$ cat src/rtl/pdc_pkg.sv
package pdc_pkg;

  typedef enum logic [1:0] {
    MODE_OFF = 2'd0,
    MODE_RST = 2'd1,
    MODE_RET = 2'd2,
    MODE_ON  = 2'd3
  } pmode_e;

  typedef enum logic [2:0] {
    ST_OFF,
    ST_RST,
    ST_RET,
    ST_RAMP,
    ST_UNISO,
    ST_CLKON,
    ST_ON
  } seq_e;

  typedef struct packed {
    logic pwr;
    logic clk;
    logic iso;
    logic rst;
    logic ret;
  } dom_ctl_t;

  // Control combination for a sequencer step; hold selects whether reset
  // (1) or retention (0) protects the domain during power-up steps.
  function automatic dom_ctl_t ctl_of(seq_e s, logic hold);
    dom_ctl_t c;
    unique case (s)
      ST_OFF:   c = '{pwr: 1'b0, clk: 1'b0, iso: 1'b1, rst: 1'b1, ret: 1'b0};
      ST_RST:   c = '{pwr: 1'b1, clk: 1'b0, iso: 1'b0, rst: 1'b1, ret: 1'b0};
      ST_RET:   c = '{pwr: 1'b0, clk: 1'b0, iso: 1'b1, rst: 1'b0, ret: 1'b1};
      ST_RAMP:  c = '{pwr: 1'b1, clk: 1'b0, iso: 1'b1, rst: hold, ret: ~hold};
      ST_UNISO: c = '{pwr: 1'b1, clk: 1'b0, iso: 1'b0, rst: hold, ret: ~hold};
      ST_CLKON: c = '{pwr: 1'b1, clk: 1'b1, iso: 1'b0, rst: hold, ret: ~hold};
      default:  c = '{pwr: 1'b1, clk: 1'b1, iso: 1'b0, rst: 1'b0, ret: 1'b0};
    endcase
    return c;
  endfunction

  // Final sequencer step that corresponds to a requested mode.
  function automatic seq_e final_of(pmode_e m);
    seq_e s;
    unique case (m)
      MODE_OFF: s = ST_OFF;
      MODE_RST: s = ST_RST;
      MODE_RET: s = ST_RET;
      default:  s = ST_ON;
    endcase
    return s;
  endfunction

endpackage

$ cat src/rtl/pdc_key_regs.sv
module pdc_key_regs
  import pdc_pkg::*;
#(
  parameter int          DATA_W     = 32,
  parameter int          DLY_W      = 10,
  parameter logic [15:0] UNLOCK_KEY = 16'h05FA,
  parameter bit          SRAM_TYPE  = 1'b0
) (
  input  logic              clk,
  input  logic              rst_n,
  input  logic              wr_en,
  input  logic              wr_sel,
  input  logic [DATA_W-1:0] wr_data,
  input  logic              rd_sel,
  output logic [DATA_W-1:0] rd_data,
  output pmode_e            mode,
  output logic [DLY_W-1:0]  dly
);

  localparam int          KEY_W    = DATA_W / 2;
  localparam int          PAD_W    = KEY_W - 2;
  localparam logic [15:0] READ_TAG = {UNLOCK_KEY[7:0], UNLOCK_KEY[15:8]};

  pmode_e           mode_q, mode_d;
  logic [DLY_W-1:0] dly_q, dly_d;
  logic             key_ok;
  logic             code_ok;

  assign key_ok  = (wr_data[DATA_W-1:KEY_W] == UNLOCK_KEY);
  assign code_ok = !(SRAM_TYPE && (wr_data[1:0] == 2'd1));

  always_comb begin
    mode_d = mode_q;
    dly_d  = dly_q;
    if (wr_en) begin
      if (wr_sel) begin
        dly_d = wr_data[DLY_W-1:0];
      end else if (key_ok && code_ok) begin
        mode_d = pmode_e'(wr_data[1:0]);
      end
    end
  end

  always_ff @(posedge clk or negedge rst_n) begin
    if (!rst_n) begin
      mode_q <= MODE_ON;
      dly_q  <= '0;
    end else if (wr_en) begin
      mode_q <= mode_d;
      dly_q  <= dly_d;
    end
  end

  always_comb begin
    if (rd_sel) rd_data = {{(DATA_W-DLY_W){1'b0}}, dly_q};
    else        rd_data = {READ_TAG, {PAD_W{1'b0}}, mode_q};
  end

  assign mode = mode_q;
  assign dly  = dly_q;

endmodule

$ cat src/rtl/pdc_seq.sv
module pdc_seq
  import pdc_pkg::*;
#(
  parameter int DLY_W = 10
) (
  input  logic             clk,
  input  logic             rst_n,
  input  pmode_e           mode,
  input  logic [DLY_W-1:0] dly,
  input  logic             deep_sleep,
  output dom_ctl_t         ctl,
  output logic             done
);

  seq_e             st_q, st_d;
  logic [DLY_W-1:0] cnt_q, cnt_d;
  logic             hold_q, hold_d;
  dom_ctl_t         ctl_q, ctl_d;

  always_comb begin
    st_d   = st_q;
    cnt_d  = cnt_q;
    hold_d = hold_q;

    // Remember how the domain was protected before power was raised.
    unique case (st_q)
      ST_OFF, ST_RST: hold_d = 1'b1;
      ST_RET:         hold_d = 1'b0;
      default:        ;
    endcase

    unique case (mode)
      MODE_OFF: st_d = ST_OFF;
      MODE_RET: begin
        if (deep_sleep) st_d = ST_RET;
      end
      MODE_RST: begin
        unique case (st_q)
          ST_OFF, ST_RET: begin
            st_d  = ST_RAMP;
            cnt_d = dly;
          end
          ST_RAMP: begin
            if (cnt_q == '0) st_d = ST_UNISO;
            else             cnt_d = cnt_q - 1'b1;
          end
          default: st_d = ST_RST;
        endcase
      end
      default: begin
        unique case (st_q)
          ST_OFF, ST_RET: begin
            st_d  = ST_RAMP;
            cnt_d = dly;
          end
          ST_RAMP: begin
            if (cnt_q == '0) st_d = ST_UNISO;
            else             cnt_d = cnt_q - 1'b1;
          end
          ST_UNISO, ST_RST: st_d = ST_CLKON;
          default:          st_d = ST_ON;
        endcase
      end
    endcase

    ctl_d = ctl_of(st_d, hold_d);
  end

  always_ff @(posedge clk or negedge rst_n) begin
    if (!rst_n) begin
      st_q   <= ST_ON;
      cnt_q  <= '0;
      hold_q <= 1'b0;
      ctl_q  <= ctl_of(ST_ON, 1'b0);
    end else begin
      st_q   <= st_d;
      cnt_q  <= cnt_d;
      hold_q <= hold_d;
      ctl_q  <= ctl_d;
    end
  end

  assign ctl  = ctl_q;
  assign done = (st_q == final_of(mode));

endmodule

$ cat src/rtl/pwr_domain_ctrl.sv
module pwr_domain_ctrl
  import pdc_pkg::*;
#(
  parameter int          DATA_W     = 32,
  parameter int          DLY_W      = 10,
  parameter logic [15:0] UNLOCK_KEY = 16'h05FA,
  parameter bit          SRAM_TYPE  = 1'b0
) (
  input  logic              clk,
  input  logic              rst_n,
  input  logic              wr_en,
  input  logic              wr_sel,
  input  logic [DATA_W-1:0] wr_data,
  input  logic              rd_sel,
  output logic [DATA_W-1:0] rd_data,
  input  logic              deep_sleep,
  output logic              pwr_en,
  output logic              clk_en,
  output logic              iso_en,
  output logic              rst_hold,
  output logic              ret_en,
  output logic              done
);

  logic [1:0]       rst_sync_q;
  logic             rst_n_s;
  pmode_e           mode;
  logic [DLY_W-1:0] dly;
  dom_ctl_t         ctl;

  // Asynchronous assertion, synchronous release.
  always_ff @(posedge clk or negedge rst_n) begin
    if (!rst_n) rst_sync_q <= 2'b00;
    else        rst_sync_q <= {rst_sync_q[0], 1'b1};
  end
  assign rst_n_s = rst_sync_q[1];

  pdc_key_regs #(
    .DATA_W    (DATA_W),
    .DLY_W     (DLY_W),
    .UNLOCK_KEY(UNLOCK_KEY),
    .SRAM_TYPE (SRAM_TYPE)
  ) u_regs (
    .clk    (clk),
    .rst_n  (rst_n_s),
    .wr_en  (wr_en),
    .wr_sel (wr_sel),
    .wr_data(wr_data),
    .rd_sel (rd_sel),
    .rd_data(rd_data),
    .mode   (mode),
    .dly    (dly)
  );

  pdc_seq #(
    .DLY_W(DLY_W)
  ) u_seq (
    .clk       (clk),
    .rst_n     (rst_n_s),
    .mode      (mode),
    .dly       (dly),
    .deep_sleep(deep_sleep),
    .ctl       (ctl),
    .done      (done)
  );

  assign pwr_en   = ctl.pwr;
  assign clk_en   = ctl.clk;
  assign iso_en   = ctl.iso;
  assign rst_hold = ctl.rst;
  assign ret_en   = ctl.ret;

endmodule

$ cat config.mk
export PLATFORM = sky130hd
export DESIGN_NAME = pwr_domain_ctrl
export DESIGN_NICKNAME = d
export VERILOG_FILES = /design/src/rtl/pdc_pkg.sv /design/src/rtl/pdc_key_regs.sv /design/src/rtl/pdc_seq.sv /design/src/rtl/pwr_domain_ctrl.sv
export SDC_FILE = /design/constraint.sdc
export NUM_CORES = 1
export LEC_CHECK = 0
export BUFFER_PORTS_ARGS = -buffer_cell sky130_fd_sc_hd__buf_2
export CAP_MARGIN = 15
export CORE_MARGIN = 2
export CORE_UTILIZATION = 49
export DETAILED_ROUTE_END_ITERATION = 10
export PLACE_DENSITY = 0.8
export SYNTH_ARGS = -nofsm -noshare
export SYNTH_HDL_FRONTEND = slang
export SYNTH_SLANG_ARGS = --single-unit
$ cat constraint.sdc
create_clock -name clk -period 1.5 [get_ports clk]
set_input_delay 0.075 -clock clk [delete_from_list [all_inputs] [get_ports clk]]
set_output_delay 0.075 -clock clk [all_outputs]
set_load 0.005 [all_outputs]
==> results by stage, run 1 <==
Final layout:
- The post-layout net count is ~340.
- Compared with the post-synthesis result, the final layout area differs by 47.9%.
- For this run, the share of the core covered by cells in the final layout is between 70% and 80%.
- The most common library cell in the layout ignoring fill and taps is sky130_fd_sc_hd__buf_2.
- The top cell types in the final layout, fill and taps aside, are 55 x sky130_fd_sc_hd__buf_2, 41 x sky130_fd_sc_hd__buf_4, 27 x sky130_fd_sc_hd__dfrtp_1.
- The fraction of final layout cells sized beyond drive strength 1 is between 50% and 60%.
- The filler-free cell count of the finished design is roughly 350.
- The number of antenna diodes in the final layout is 0.

Timing:
- For the final database, setup skew stands at around 0.0057 ns.
- The actual transition at the worst max-transition pin is 0.521 ns.
- Setup repair after global routing could not meet its margin everywhere.
- Setup total negative slack on the finished layout was measured at -8.29 ns.
- In the finished design, the share of the clock period the worst path needs comes to 141%.
- Derived from the worst setup path, the maximum achievable clock frequency is ~0.47 GHz.
- The worst relative slew slack is around 65%.
- Setup slack on the critical path of the routed design comes to -0.619 ns.
- The final number of max-transition violations was 0.
- Setup violations remaining at the end of the flow were counted as 19.
- The count of endpoints failing hold in the final timing report is 0.
- The routed design could run at a clock period as short as ~2.1 ns.

Die:
- The vertical extent of the die is ~67 um.
- The total die area is around 4500 um2.
- The boundary pin count is 76.
- In this run the horizontal extent of the chip is roughly 67 um.
- After floorplanning, the core was divided into 22 placement rows.
- For this configuration, the core starts out at a cell density of 52.2%.
- The core region is 3740 um2.

Power and ir drop:
- In this run the static leakage power is 0.00138 uW.
- The analysis attributes to net switching a power of approximately 470 uW.
- The internal power of the cells totals ~1500 uW.
- In this run, flip-flops and latches consume approximately half of the power.
- Per report_power, the clock group accounts for a little under two fifths of the total.
- The peak supply drop is 0.000721 V.
- The switching power share of the total is between 20% and 30%.
- The overall power after layout is 1940 uW.
- The part of the total power dissipated in combinational logic is between 10% and 20%.
- The power density over the cells is 673 nW/um2.

Placed design:
- The minimum setup slack after placement is -0.531 ns.
- During placement, the flow inserted port buffers numbering 55.
- Including well taps, the total number of placed cells is 321.
- The final estimated routing congestion in global placement is ~0.8.
- The wire-length estimate of the detail-placed layout is ~3300 um.

Detailed routing:
- In this run, the number of DRC markers left after iteration 0 of detailed routing was between 100 and 150.
- The first TritonRoute pass finished after 4 iterations.
- The routed length per instance is about 15 um.
- The routed design has between 5000 and 6000 um of wire.
- The routed layout has 1,866 vias.
- The remaining routing DRC violations is 0.
- Dividing the detail-routed via count by the number of cells gives between 5 and 6.
- Once detail routing completed, the nets flagged for antenna violations numbered 0.

Yosys:
- Sequential cells were found to cover 42.7% of the synthesized design area.
- The count of unique library cells instantiated by Yosys is 47.
- In this run, synthesis inferred 0 flip-flops with an integrated enable.
- In this run, synthesis produced a sequential element count of 33.
- By area the synthesized netlist is led by sky130_fd_sc_hd__dfrtp_1 35%, sky130_fd_sc_hd__dfstp_2 8.1%, sky130_fd_sc_hd__buf_4 8.1%, sky130_fd_sc_hd__mux2_2 8.1%, sky130_fd_sc_hd__o21ai_0 4.9%.
- Each instance of the synthesized netlist takes up on average about 10 um2.
- In the synthesized netlist the dominant register cell turns out to be sky130_fd_sc_hd__dfrtp_1.
- After synthesis, the share of flip-flops with an asynchronous set or reset is 100%.
- Yosys printed 0 warnings.
- The area share of the largest cell type after synthesis is roughly 35%.
- The number of standard cells after synthesis is 200.
- The netlist area before placement is slightly below 2000 um2.
- The most area-hungry cell type in the Yosys netlist is sky130_fd_sc_hd__dfrtp_1.

Setup path:
- The nature of the critical path startpoint is a flop.
- At the worst endpoint, the arrival time is around 2.3 ns.
- The slowest cell on the critical path is sky130_fd_sc_hd__or3b_4.
- The start-to-end type of the worst setup path is flop to flop.
- For the worst setup path, the data required time is ~1.7 ns.
- The largest stage delay on the critical path is between 0.4 and 0.5 ns.
- On the critical path the largest part of the delay comes from simple AND/OR/NAND/NOR gates.
- The worst register-to-register path has a depth of 8.
- The total stage count of the critical path is 8.
- The setup slack of the worst register-to-register path is -0.62 ns.
- The critical path goes through inv_2 > ha_4 > or3b_4 > nor4_4 > nand2_1 > a211o_4 > nand2b_4 > o22ai_2.
- The critical path buffer and inverter count is 1.
- The kind of end point of the critical path is a flop.
- The largest driver fanout on the critical path is 5.

Clock tree:
- Buffers inserted during clock tree synthesis total 5.
- The later pin in the worst-skew pair is clocked with a latency of about 0.29 ns.
- The clock transition time at the flip-flop clock pins of the worst setup and hold paths is 0.07 ns.
- TritonCTS built the clock tree.
- The buffer type at the clock tree root is sky130_fd_sc_hd__clkbuf_8.
- The number of clock sinks is 33.
- The maximum root-to-sink buffer count is 2.
- The number of levels the H-tree was split into is 2.

GRT:
- The number of global-route vias before repair came to 1,734.
- The total global routing track utilization is around a quarter.
- The number of antenna violations at the first check in global routing is 0.
- The pin count of the biggest net entering global routing is 22.
- The total overflow left after global routing is 0.
- The global-route wire length before repair is between 8000 and 9000 um.

Job:
- The number of max-capacitance violations reported is 0.

Hold path:
- The worst hold path was traced through 2 stages.
- The class of the tightest hold or removal check is primary input to flop.

Run status:
- The run finished, with violations left.
- The final reports fail on setup timing.
-- state kept, by name, summed over array words and instances (netlist names) --
register,cells
rst_sync_q,2
u_regs.dly,10
u_regs.mode,2
u_seq.cnt_q,10
u_seq.ctl,5
u_seq.hold_q,1
u_seq.st_q,3
-- what timing repair did --
action                                  4_1_cts  5_1_grt
gates resized for setup                      26       28
hold buffers                                  1        0
endpoints found under the hold margin         2        0
setup buffers                                12        6
pin swaps                                     8       12
endpoints found under the setup margin       19       19
cloned                                        1        0
-- area by class of cell --
class / instances / area (um2)
inverters: 9 / 33.8
repair buffers: 107 / 741
clock buffers: 7 / 96.3
multi-input cells: 141 / 1120
fillers: 241 / 855
clock inverters: 1 / 5.00
well taps: 48 / 60.1
flip-flops and latches: 33 / 833
-- synth_stat cells, types with 2 or more instances --
cell,instances
sky130_fd_sc_hd__o21ai_0,19
sky130_fd_sc_hd__dfrtp_1,27
sky130_fd_sc_hd__conb_1,2
sky130_fd_sc_hd__o22ai_1,2
sky130_fd_sc_hd__and2_1,8
sky130_fd_sc_hd__a21oi_1,14
sky130_fd_sc_hd__buf_4,21
sky130_fd_sc_hd__inv_1,9
sky130_fd_sc_hd__o21a_1,2
sky130_fd_sc_hd__nor3_1,7
sky130_fd_sc_hd__o21ai_1,2
sky130_fd_sc_hd__nand3_1,2
sky130_fd_sc_hd__nand3b_1,2
sky130_fd_sc_hd__clkbuf_1,8
sky130_fd_sc_hd__nor2_1,6
sky130_fd_sc_hd__xnor2_1,2
sky130_fd_sc_hd__nor4_4,2
sky130_fd_sc_hd__mux2_2,14
sky130_fd_sc_hd__nand2_1,12
sky130_fd_sc_hd__a22oi_1,4
sky130_fd_sc_hd__dfstp_2,6
sky130_fd_sc_hd__nor4_1,3
sky130_fd_sc_hd__nor2b_1,2
-- per-stage QoR --
stage	instance area (um2)	hold WS, ns
after floorplan	2020	-0.221
after global placement	2440	-0.138
after detailed placement	2440	-0.134
after CTS	2760	0.00680
after global routing	2890	0.00952
final	2890	0.0133
-- logic make-up after synthesis --
family / synth area share (%)
xor+xnor: 0.897
other cells: 0.385
flops: 42.7
compound gates: 16.5
fa+ha+maj: 0.641
simple gates: 18.8
mux: 8.58
buf+inv: 11.6
-- worst paths after layout --
| check | startpoint | endpoint |
|---|---|---|
| worst max-delay path | u_seq.cnt_q[0]$_DFFE_PN0P_ | u_seq.ctl[0]$_DFF_PN0_ |
| worst min-delay path | wr_data[7] | u_regs.dly[7]$_DFFE_PN0P_ |
| worst max register to register | u_seq.cnt_q[0]$_DFFE_PN0P_ | u_seq.ctl[0]$_DFF_PN0_ |
| worst min register to register | rst_sync_q[1]$_DFF_PN0_ | u_seq.ctl[2]$_DFF_PN0_ |
| max in group asynchronous | rst_sync_q[1]$_DFF_PN0_ | u_regs.dly[2]$_DFFE_PN0P_ |
| min in group asynchronous | rst_n | rst_sync_q[0]$_DFF_PN0_ |
-- worst reg2reg max path, delay by kind of cell (launching register included) --
family	cells	cell delay [ns]
AO/OA/AOI/OAI	2	0.48
adder cells (fa/ha/maj)	1	0.14
buffers and inverters	1	0.09
flip-flops	1	0.39
AND/OR/NAND/NOR	4	0.95
-- per-layer routing --
metal	track usage, %	routed length (um)	part of all wire, %	vias to the layer above
li1	-	-	-	864
met1	32.4	2200	42	914
met2	37.7	2660	50	79
met3	5.33	301	5.7	9
met4	10.2	114	2.2	0
met5	0	0	0	-
-- power groups by stage --
stage	clock (uW)	sequential (uW)	combinational (uW)
after floorplan	0	982	149
after global placement	0	991	207
after detailed placement	0	992	213
after CTS	757	976	218
after global routing	792	984	249
final	743	979	222
Power figures use the tool's default switching activity.
==> inputs of run 2 (changes only) <==
--- a/config.mk
+++ b/config.mk
@@ -5,6 +5,7 @@
 export SDC_FILE = /design/constraint.sdc
 export NUM_CORES = 1
 export LEC_CHECK = 0
+export ABC_AREA = 1
 export BUFFER_PORTS_ARGS = -buffer_cell sky130_fd_sc_hd__buf_2
 export CAP_MARGIN = 15
 export CORE_MARGIN = 2
==> results by stage, run 2 <==
Power and ir drop:
- The peak supply drop is ~0.00060 V.
- Total power for the finished layout comes to 2060 uW.
- For this design the static power due to leakage is between 0.001 and 0.0015 uW.
- The power density over the cells is 751 nW/um2.

Yosys:
- Of the total synthesized cell area, the portion taken by AND, OR, NAND and NOR gates is 24.3%.
- The portion of synthesized area spent on multiplexers is between 2 and 3%.
- Sorting the synthesized cells by how often they occur yields 50 x sky130_fd_sc_hd__nand2_1, 32 x sky130_fd_sc_hd__inv_1, 27 x sky130_fd_sc_hd__dfrtp_1.
- The number of standard cells after synthesis is around 260.
- The largest total area in the synthesized netlist belongs to sky130_fd_sc_hd__dfrtp_1.
- Ranked by total cell area, the synthesized netlist is headed by sky130_fd_sc_hd__dfrtp_1 34%, sky130_fd_sc_hd__nand2_1 9.4%, sky130_fd_sc_hd__dfstp_2 7.9%, sky130_fd_sc_hd__buf_4 7.9%, sky130_fd_sc_hd__inv_1 6.0%.
- The cell with the most instances after synthesis is sky130_fd_sc_hd__nand2_1.
- The area fraction in compound gates after synthesis is ~12%.
- The share of synthesized registers carrying an async set or reset is 100%.
- Each instance of the synthesized netlist takes up on average approximately 7.8 um2.
- The xor and xnor fraction of the mapped netlist area is 0.876%.
- By area, the combinational part of the netlist is dominated by simple AND/OR/NAND/NOR gates.
- The area share of the largest cell type after synthesis is between 30% and 40%.
- The count of synthesis-stage warnings from yosys is 0.
- The number of different library cells used by synthesis comes to 32.
- The synthesized design contains 0 enable-type register cells.
- After Yosys synthesis, full adders, half adders and majority gates account for 0.626% of the synthesized area.
- In the synthesized netlist the dominant register cell turns out to be sky130_fd_sc_hd__dfrtp_1.
- Synthesis inferred 33 register bits.
- The mapped netlist covers around 2000 um2.
- The share of the Yosys chip area taken by registers is 41.7%.

Detailed routing:
- The post-route antenna net violation count is 0.
- The sum of met3 wire segment lengths after detailed routing is about 370 um.
- The uppermost layer routed is met4.
- After detailed routing, the average wire length per cell comes to approximately 13 um.
- The number of detailed-routing iterations run before antenna repair is 4.
- The count of routing violations after the opening detailed-route iteration is 67.
- The routed length on met2 is ~2400 um.
- The detailed-route vias per instance is ~5.0.
- The total via count after detailed routing is slightly below 2,000.
- The final wirelength is approximately 5000 um.
- The remaining routing DRC violations is 0.
- The detailed router put a total of around 2100 um of wire on met1.

Hold path:
- The worst hold path begins at wr_data[8].
- The hold-critical path endpoint is u_regs.dly[8]$_DFFE_PN0P_.
- The number of cells on the worst hold path is 2.
- The class of the tightest hold or removal check is primary input to flop.

Placed design:
- After legalization and detailed placement, the total HPWL measured approximately 3200 um.
- Input and output buffers added on the ports amount to 55.
- Routability-driven placement finished with a final weighted congestion of 0.936.

Setup path:
- The depth of the worst register-to-register path is 12.
- STA classifies the critical path startpoint as a flop.
- The worst register-to-register path begins at u_regs.mode[1]$_DFFE_PN1P_.
- The critical path is of the flop to output port type.
- In this run the worst path has a maximum fanout of 3.
- On the critical path, the stage with the largest delay is an instance of sky130_fd_sc_hd__dfstp_2.
- The kind of end point of the critical path is an output port.
- The data required time at the worst endpoint is 1.42 ns.
- The setup check on the worst reg-to-reg path leaves a slack of -0.11 ns.
- The critical path buffer and inverter count is 3.
- The signal on the critical path passes through inv_4 > nor2_4 > buf_6 > xnor2_1 > nand3_1 > nor2_1 > buf_2.
- The largest stage delay on the critical path is 0.57 ns.
- In this run the critical register-to-register path is captured at u_seq.ctl[0]$_DFF_PN0_.
- The total stage count of the critical path is 7.
- STA puts the critical path data arrival time at about 1.6 ns.
- The kind of cell adding the most delay to the critical path is flip-flops.

Clock tree:
- The buffer type at the clock tree root is sky130_fd_sc_hd__clkbuf_8.
- The later-pin clock latency in the skew report is 0.29 ns.
- The CTS tree is yes.
- The number of levels the H-tree was split into is 2.
- Clock-pin slew was measured on the worst setup and hold paths at roughly 0.07 ns.
- Counting the buffers created by CTS gives 5.
- The clock passes through at most 2 buffers.
- The clock net in this run drives a total of 33 sinks.

GRT:
- For this run the aggregate overflow at the end of global routing stands at 0.
- The first global-routing pass estimated ~7600 um of wire.
- The number of global-route vias before repair was about 1,700.
- The total global routing track utilization is approximately 22%.
- The number of antenna violations at the first check in global routing is 0.
- Entering global routing, the biggest net connects 32 pins.

Die:
- The die is ~68 um wide.
- The total area inside the core boundary comes to just under 4000 um2.
- In this run the vertical extent of the chip is roughly 68 um.
- Once the floorplan was initialized, standard cells occupied approximately half of the core.
- For this design the top-level I/O count stands at 76.
- The floorplan step defined a die boundary enclosing around 4600 um2.
- The floorplan has 23 rows.

Timing:
- The final period utilization is 109%.
- The count of endpoints failing hold in the final timing report is 0.
- The final number of max-transition violations is 0.
- The shortest period the worst path allows is between 1.5 and 2 ns.
- For this run, the top clock speed supported by timing is roughly 0.6 GHz.
- Final hold analysis gives a worst-case slack of 0.0142 ns.
- Summed over all failing endpoints, the final setup total negative slack is -0.830 ns.
- The final worst-path setup slack is -0.132 ns.
- Setup violations remaining at the end of the flow were counted as 16.
- Setup repair after global routing could not meet its margin everywhere.
- On the final layout, the worst clock skew is around 0.0024 ns.

Run status:
- The run finished, with violations left.
- The checks that failed: setup timing.

Final layout:
- 0 antenna diodes ended up in the layout.
- The signed area change from the synthesized netlist to the final layout is 37.2%.
- The post-route netlist has approximately 47% of its cells at a drive strength greater than 1.
- In the layout the commonest cells are 55 x sky130_fd_sc_hd__buf_2, 37 x sky130_fd_sc_hd__nand2_1, 33 x sky130_fd_sc_hd__buf_4.
- The multi-input combinational cells in the finished layout cover a total of between 900 and 1000 um2.
- At the end of the flow, the number of nets in the layout was 380.
- After filler insertion, the fill cell instance count of the layout stands at ~280.
- In the final layout, flip-flops and latches occupy 833 um2.
- Leaving out fill and tap cells, the most frequent cell in the layout is sky130_fd_sc_hd__buf_2.
- The final cell utilization of the core is ~69%.

Job:
- Max-cap violations in this run came to 0.
==> run 2: worst max path at each step <==
stage	startpoint	to	slack [ns]
floorplan	u_seq.st_q[1]$_DFF_PN1_	u_seq.cnt_q[7]$_DFFE_PN0P_	-0.01
global placement	u_seq.st_q[1]$_DFF_PN1_	u_seq.cnt_q[7]$_DFFE_PN0P_	-0.07
detailed placement	u_seq.cnt_q[0]$_DFFE_PN0P_	u_seq.ctl[0]$_DFF_PN0_	-0.11
CTS	u_seq.cnt_q[1]$_DFFE_PN0P_	u_seq.ctl[0]$_DFF_PN0_	-0.08
global route	u_seq.cnt_q[0]$_DFFE_PN0P_	u_seq.ctl[1]$_DFF_PN0_	-0.23
finish	u_regs.mode[0]$_DFFE_PN1P_	done	-0.13
==> run 2: cells by family (layout without fill, tap and decap cells) <==
| logic type | after synthesis | in the layout |
|---|---|---|
| adder cells (fa/ha/maj) | 1 | 1 |
| other | 2 | 15 |
| XOR/XNOR | 2 | 2 |
| multiplexers | 5 | 5 |
| buffers and inverters | 65 | 139 |
| AO/OA/AOI/OAI | 42 | 42 |
| AND/OR/NAND/NOR | 105 | 105 |
| flip-flops | 33 | 33 |
==> run 2: area by class of cell <==
| cell class | count | area share (%) |
|---|---|---|
| multi-input combinational | 170 | 36.3 |
| inverter | 38 | 5.56 |
| sequential | 33 | 30.4 |
| clock buffer | 6 | 3.01 |
| timing repair buffer | 93 | 21.1 |
| tap | 50 | 2.28 |
| clock inverter | 2 | 1.37 |
==> run 2: through the flow <==
step                      area [um2]  worst slack [ns]  std cells
after floorplan                 2060           -0.0125        268
final                           2740            -0.132        392
after global routing            2740            -0.228        392
after global placement          2390           -0.0674        372
after CTS                       2640           -0.0829        385
after detailed placement        2390            -0.115        372
==> run 2: per-layer routing <==
metal | vias up | track usage, %
met2 | 96 | 35.8
met1 | 885 | 29.2
met4 | 0 | 9.25
met5 | - | 0
li1 | 946 | -
met3 | 15 | 4.28
==> run 2: what timing repair did <==
| action | CTS | global route |
|---|---|---|
| hold endpoints to repair | 2 | 0 |
| endpoints found under the setup margin | 18 | 18 |
| pin swaps | 18 | 13 |
| gates resized for setup | 28 | 15 |
| setup buffers | 4 | 7 |
| hold buffers | 1 | 0 |
==> run 2: power by group <==
group	switching [uW]	internal, uW	total (uW)	leakage, uW
Sequential	30.9	931	962	0.000353
Clock	347	540	887	0.0000574
Combinational	111	100	212	0.00102
Total	489	1570	2060	0.00143
==> inputs of run 3 (changes only) <==
--- a/config.mk
+++ b/config.mk
@@ -11,6 +11,7 @@
 export CORE_MARGIN = 2
 export CORE_UTILIZATION = 49
 export DETAILED_ROUTE_END_ITERATION = 10
+export GPL_TIMING_DRIVEN = 0
 export PLACE_DENSITY = 0.8
 export SYNTH_ARGS = -nofsm -noshare
 export SYNTH_HDL_FRONTEND = slang
==> results by stage, run 3 (synthesis results as in run 2) <==
Setup path:
- The slowest cell on the critical path is sky130_fd_sc_hd__dfrtp_1.
- STA classifies the critical path endpoint as a flop.
- The endpoint identified for the worst register-to-register timing path is u_seq.ctl[0]$_DFF_PN0_.
- The depth of the worst register-to-register path is 11.
- The start-to-end type of the worst setup path is flop to flop.
- Data arrives at the worst endpoint at approximately 1.9 ns.
- The kind of cell adding the most delay to the critical path is simple AND/OR/NAND/NOR gates.
- The reg-to-reg critical path startpoint is u_seq.cnt_q[5]$_DFFE_PN0P_.
- STA classifies the critical path startpoint as a flop.
- The largest stage delay on the critical path is between 0.4 and 0.5 ns.
- The setup slack of the worst register-to-register path is -0.16 ns.
- Counting both buffers and inverters, the worst setup path holds a total of 0.
- The data required time at the worst endpoint is roughly 1.7 ns.
- In this design, the critical path's most frequently occurring cell is sky130_fd_sc_hd__nand2_2.
- In this run the worst path has a maximum fanout of 4.
- The critical path goes through nor2_2 > nand3_1 > nor2_4 > nand3_2 > nand2_2 > nand2_2 > nor2_4 > nand2_2 > nand2_2 > nand2_2 > nor2_2.

Power and ir drop:
- The standby leakage power is 0.00155 uW.
- The peak supply drop is just under 0.001 V.
- Of the total power, the share spent switching nets is 23.7%.
- In this run, flip-flops and latches consume 46.0% of the power.
- Per report_power, the combinational group accounts for between 10 and 15% of the total.
- Dividing total power by cell area gives a power density of 713 nW/um2.
- The internal power of the cells totals around 1600 uW.
- The clock network burns a little over two fifths of the power.
- For this design the total switching power over the nets is 501 uW.

Die:
- Once the floorplan was initialized, standard cells occupied 50.3% of the core.
- The total die area is ~4600 um2.
- The vertical extent of the die is 67.9 um.
- The die extent in x is between 60 and 70 um.
- The floorplan step defined a core boundary enclosing 3970 um2.
- The initialized floorplan defines 23 standard-cell rows.
- The boundary pin count is 76.

Final layout:
- The fraction of final layout cells sized beyond drive strength 1 is about half.
- In the layout the commonest cells are 55 x sky130_fd_sc_hd__buf_2, 44 x sky130_fd_sc_hd__buf_4, 36 x sky130_fd_sc_hd__nand2_1.
- For this run, the post-layout net count is slightly below 400.
- The antenna diode instance count is 0.
- The filler cells instantiated in the layout total around 260.
- From synthesis to final layout, the design area changed by 48.1%.
- The most common library cell in the layout ignoring fill and taps is sky130_fd_sc_hd__buf_2.
- The final cell utilization of the core is between 70% and 80%.

Timing:
- The count of endpoints failing hold in the final timing report is 0.
- The final clock skew is 0.00397 ns.
- The final number of max-transition violations came to 0.
- At the pin with the least slew margin, the transition time is between 0.6 and 0.7 ns.
- The final-report setup violation count is 16.
- Headroom to the max-slew limit came out at roughly 58%.
- The shortest period the worst path allows is about 1.7 ns.
- Based on the critical path, the design can be clocked at up to between 0.6 and 0.7 GHz.
- In the post-route analysis, the smallest setup slack over all paths is -0.155 ns.
- Dividing the final minimum period by the clock period gives 110%.
- Setup repair after global routing could not meet its margin everywhere.

GRT:
- For this run the aggregate overflow at the end of global routing stands at 0.
- The number of antenna violations at the first check in global routing is 0.
- The number of global-route vias before repair is ~1,900.
- The pin count of the biggest net entering global routing is 19.
- The global-route wire length before repair is around 8400 um.
- The total global routing track utilization is between 20% and 30%.

Detailed routing:
- The first detailed-routing pass ran for 4 iterations.
- The routed length per instance is 14.2 um.
- After the first detailed-routing iteration, the DRC count stood at ~110.
- The detail route stage leaves a number of antenna-violating nets equal to 0.
- The detailed-route vias per instance is about 5.2.
- After detailed routing, the number of remaining DRC violations is 0.
- The final route contains between 2,000 and 2,500 vias.
- Wires add up to 5780 um.

Placed design:
- The minimum setup slack after placement is -0.235 ns.
- The final estimated routing congestion in global placement is about 0.86.
- The number of port buffers is 55.
- The sum of net half-perimeters after detailed placement is approximately 3300 um.

Job:
- The tool flagged a number of max-cap violations equal to 0.

Clock tree:
- The clock tree synthesis step divided the H-tree into 2 levels.
- TritonCTS built the clock tree.
- In this run, CTS created clock tree buffers numbering 5.
- The clock transition time at the flip-flop clock pins of the worst setup and hold paths is 0.07 ns.
- CTS placed an instance of sky130_fd_sc_hd__clkbuf_8 at the clock tree root.
- The maximum root-to-sink buffer count is 2.
- The number of clock sinks is 33.
- Clock latency on the worst-skew pair, taken at its later pin, is between 0.2 and 0.3 ns.

Hold path:
- In this run the most critical hold path is launched from wr_data[1].
- The path with the worst hold slack has its endpoint at u_regs.mode[1]$_DFFE_PN1P_.
- Along the worst hold path, the cell count comes to 3.
- The tightest min-delay check is of the primary input to flop type.

Run status:
- The flow ran to the end, but the final reports show violations.
- The final reports fail on setup timing.
## run 3: area by class of cell
type	count	area, um2	area share (%)
repair buffers	82	522	17.6
clock buffers	6	82.6	2.79
multi-input cells	170	1070	36.1
well taps	50	62.6	2.11
plain buffers	26	204	6.89
clock inverters	2	37.5	1.27
flip-flops and latches	33	835	28.2
inverters	38	150	5.07
## run 3: power by group through the flow
stage / clock network, uW / logic (uW) / registers [uW]
2_1_floorplan: 0 / 141 / 978
3_3_place_gp: 0 / 225 / 993
3_5_place_dp: 0 / 249 / 987
4_1_cts: 890 / 253 / 971
5_1_grt: 920 / 296 / 976
6_report: 883 / 257 / 971
## run 3: how the worst max path moves through the flow
stage	start	to	slack [ns]	cells after the start
6_report	u_seq.cnt_q[5]$_DFFE_PN0P_	u_seq.ctl[0]$_DFF_PN0_	-0.16	11
5_1_grt	u_seq.cnt_q[5]$_DFFE_PN0P_	u_seq.ctl[0]$_DFF_PN0_	-0.25	11
3_3_place_gp	u_seq.cnt_q[0]$_DFFE_PN0P_	u_seq.ctl[0]$_DFF_PN0_	-0.21	13
3_5_place_dp	u_seq.cnt_q[0]$_DFFE_PN0P_	u_seq.ctl[0]$_DFF_PN0_	-0.23	13
4_1_cts	u_seq.cnt_q[0]$_DFFE_PN0P_	u_seq.ctl[0]$_DFF_PN0_	-0.08	13
2_1_floorplan	u_seq.st_q[1]$_DFF_PN1_	u_seq.cnt_q[7]$_DFFE_PN0P_	-0.01	9
## run 3: routing by layer
metal | vias up | routed length, um | GRT usage [%]
li1 | 979 | - | -
met1 | 948 | 2160 | 30.9
met2 | 145 | 2840 | 41.4
met3 | 32 | 525 | 5.59
met4 | 0 | 255 | 10.5
met5 | - | 0 | 0
## run 3: worst min-delay path, delay by kind of cell
kind | cells | cell delay, ns
buffers and inverters | 2 | 0.14
AO/OA/AOI/OAI | 1 | 0.08
## run 3: timing repair
item                                    in CTS  in global routing
pin swaps                                   17                 17
endpoints found under the hold margin        2                  0
hold buffers                                 1                  0
resized for setup                           32                 24
cloned                                       0                  1
buffers inserted                            18                  6
endpoints found under the setup margin      18                 17
## run 3: metrics by stage
stage	power, uW	hold WS (ns)	cells	instance area [um2]	TNS [ns]
CTS	2110	0.00638	400	2800	-0.559
finish	2110	0.00847	407	2960	-1.53
floorplan	1120	-0.221	268	2060	-0.0125
global placement	1220	-0.138	373	2400	-1.74
detailed placement	1240	-0.139	374	2430	-2.05
global route	2190	0.0123	407	2960	-2.89
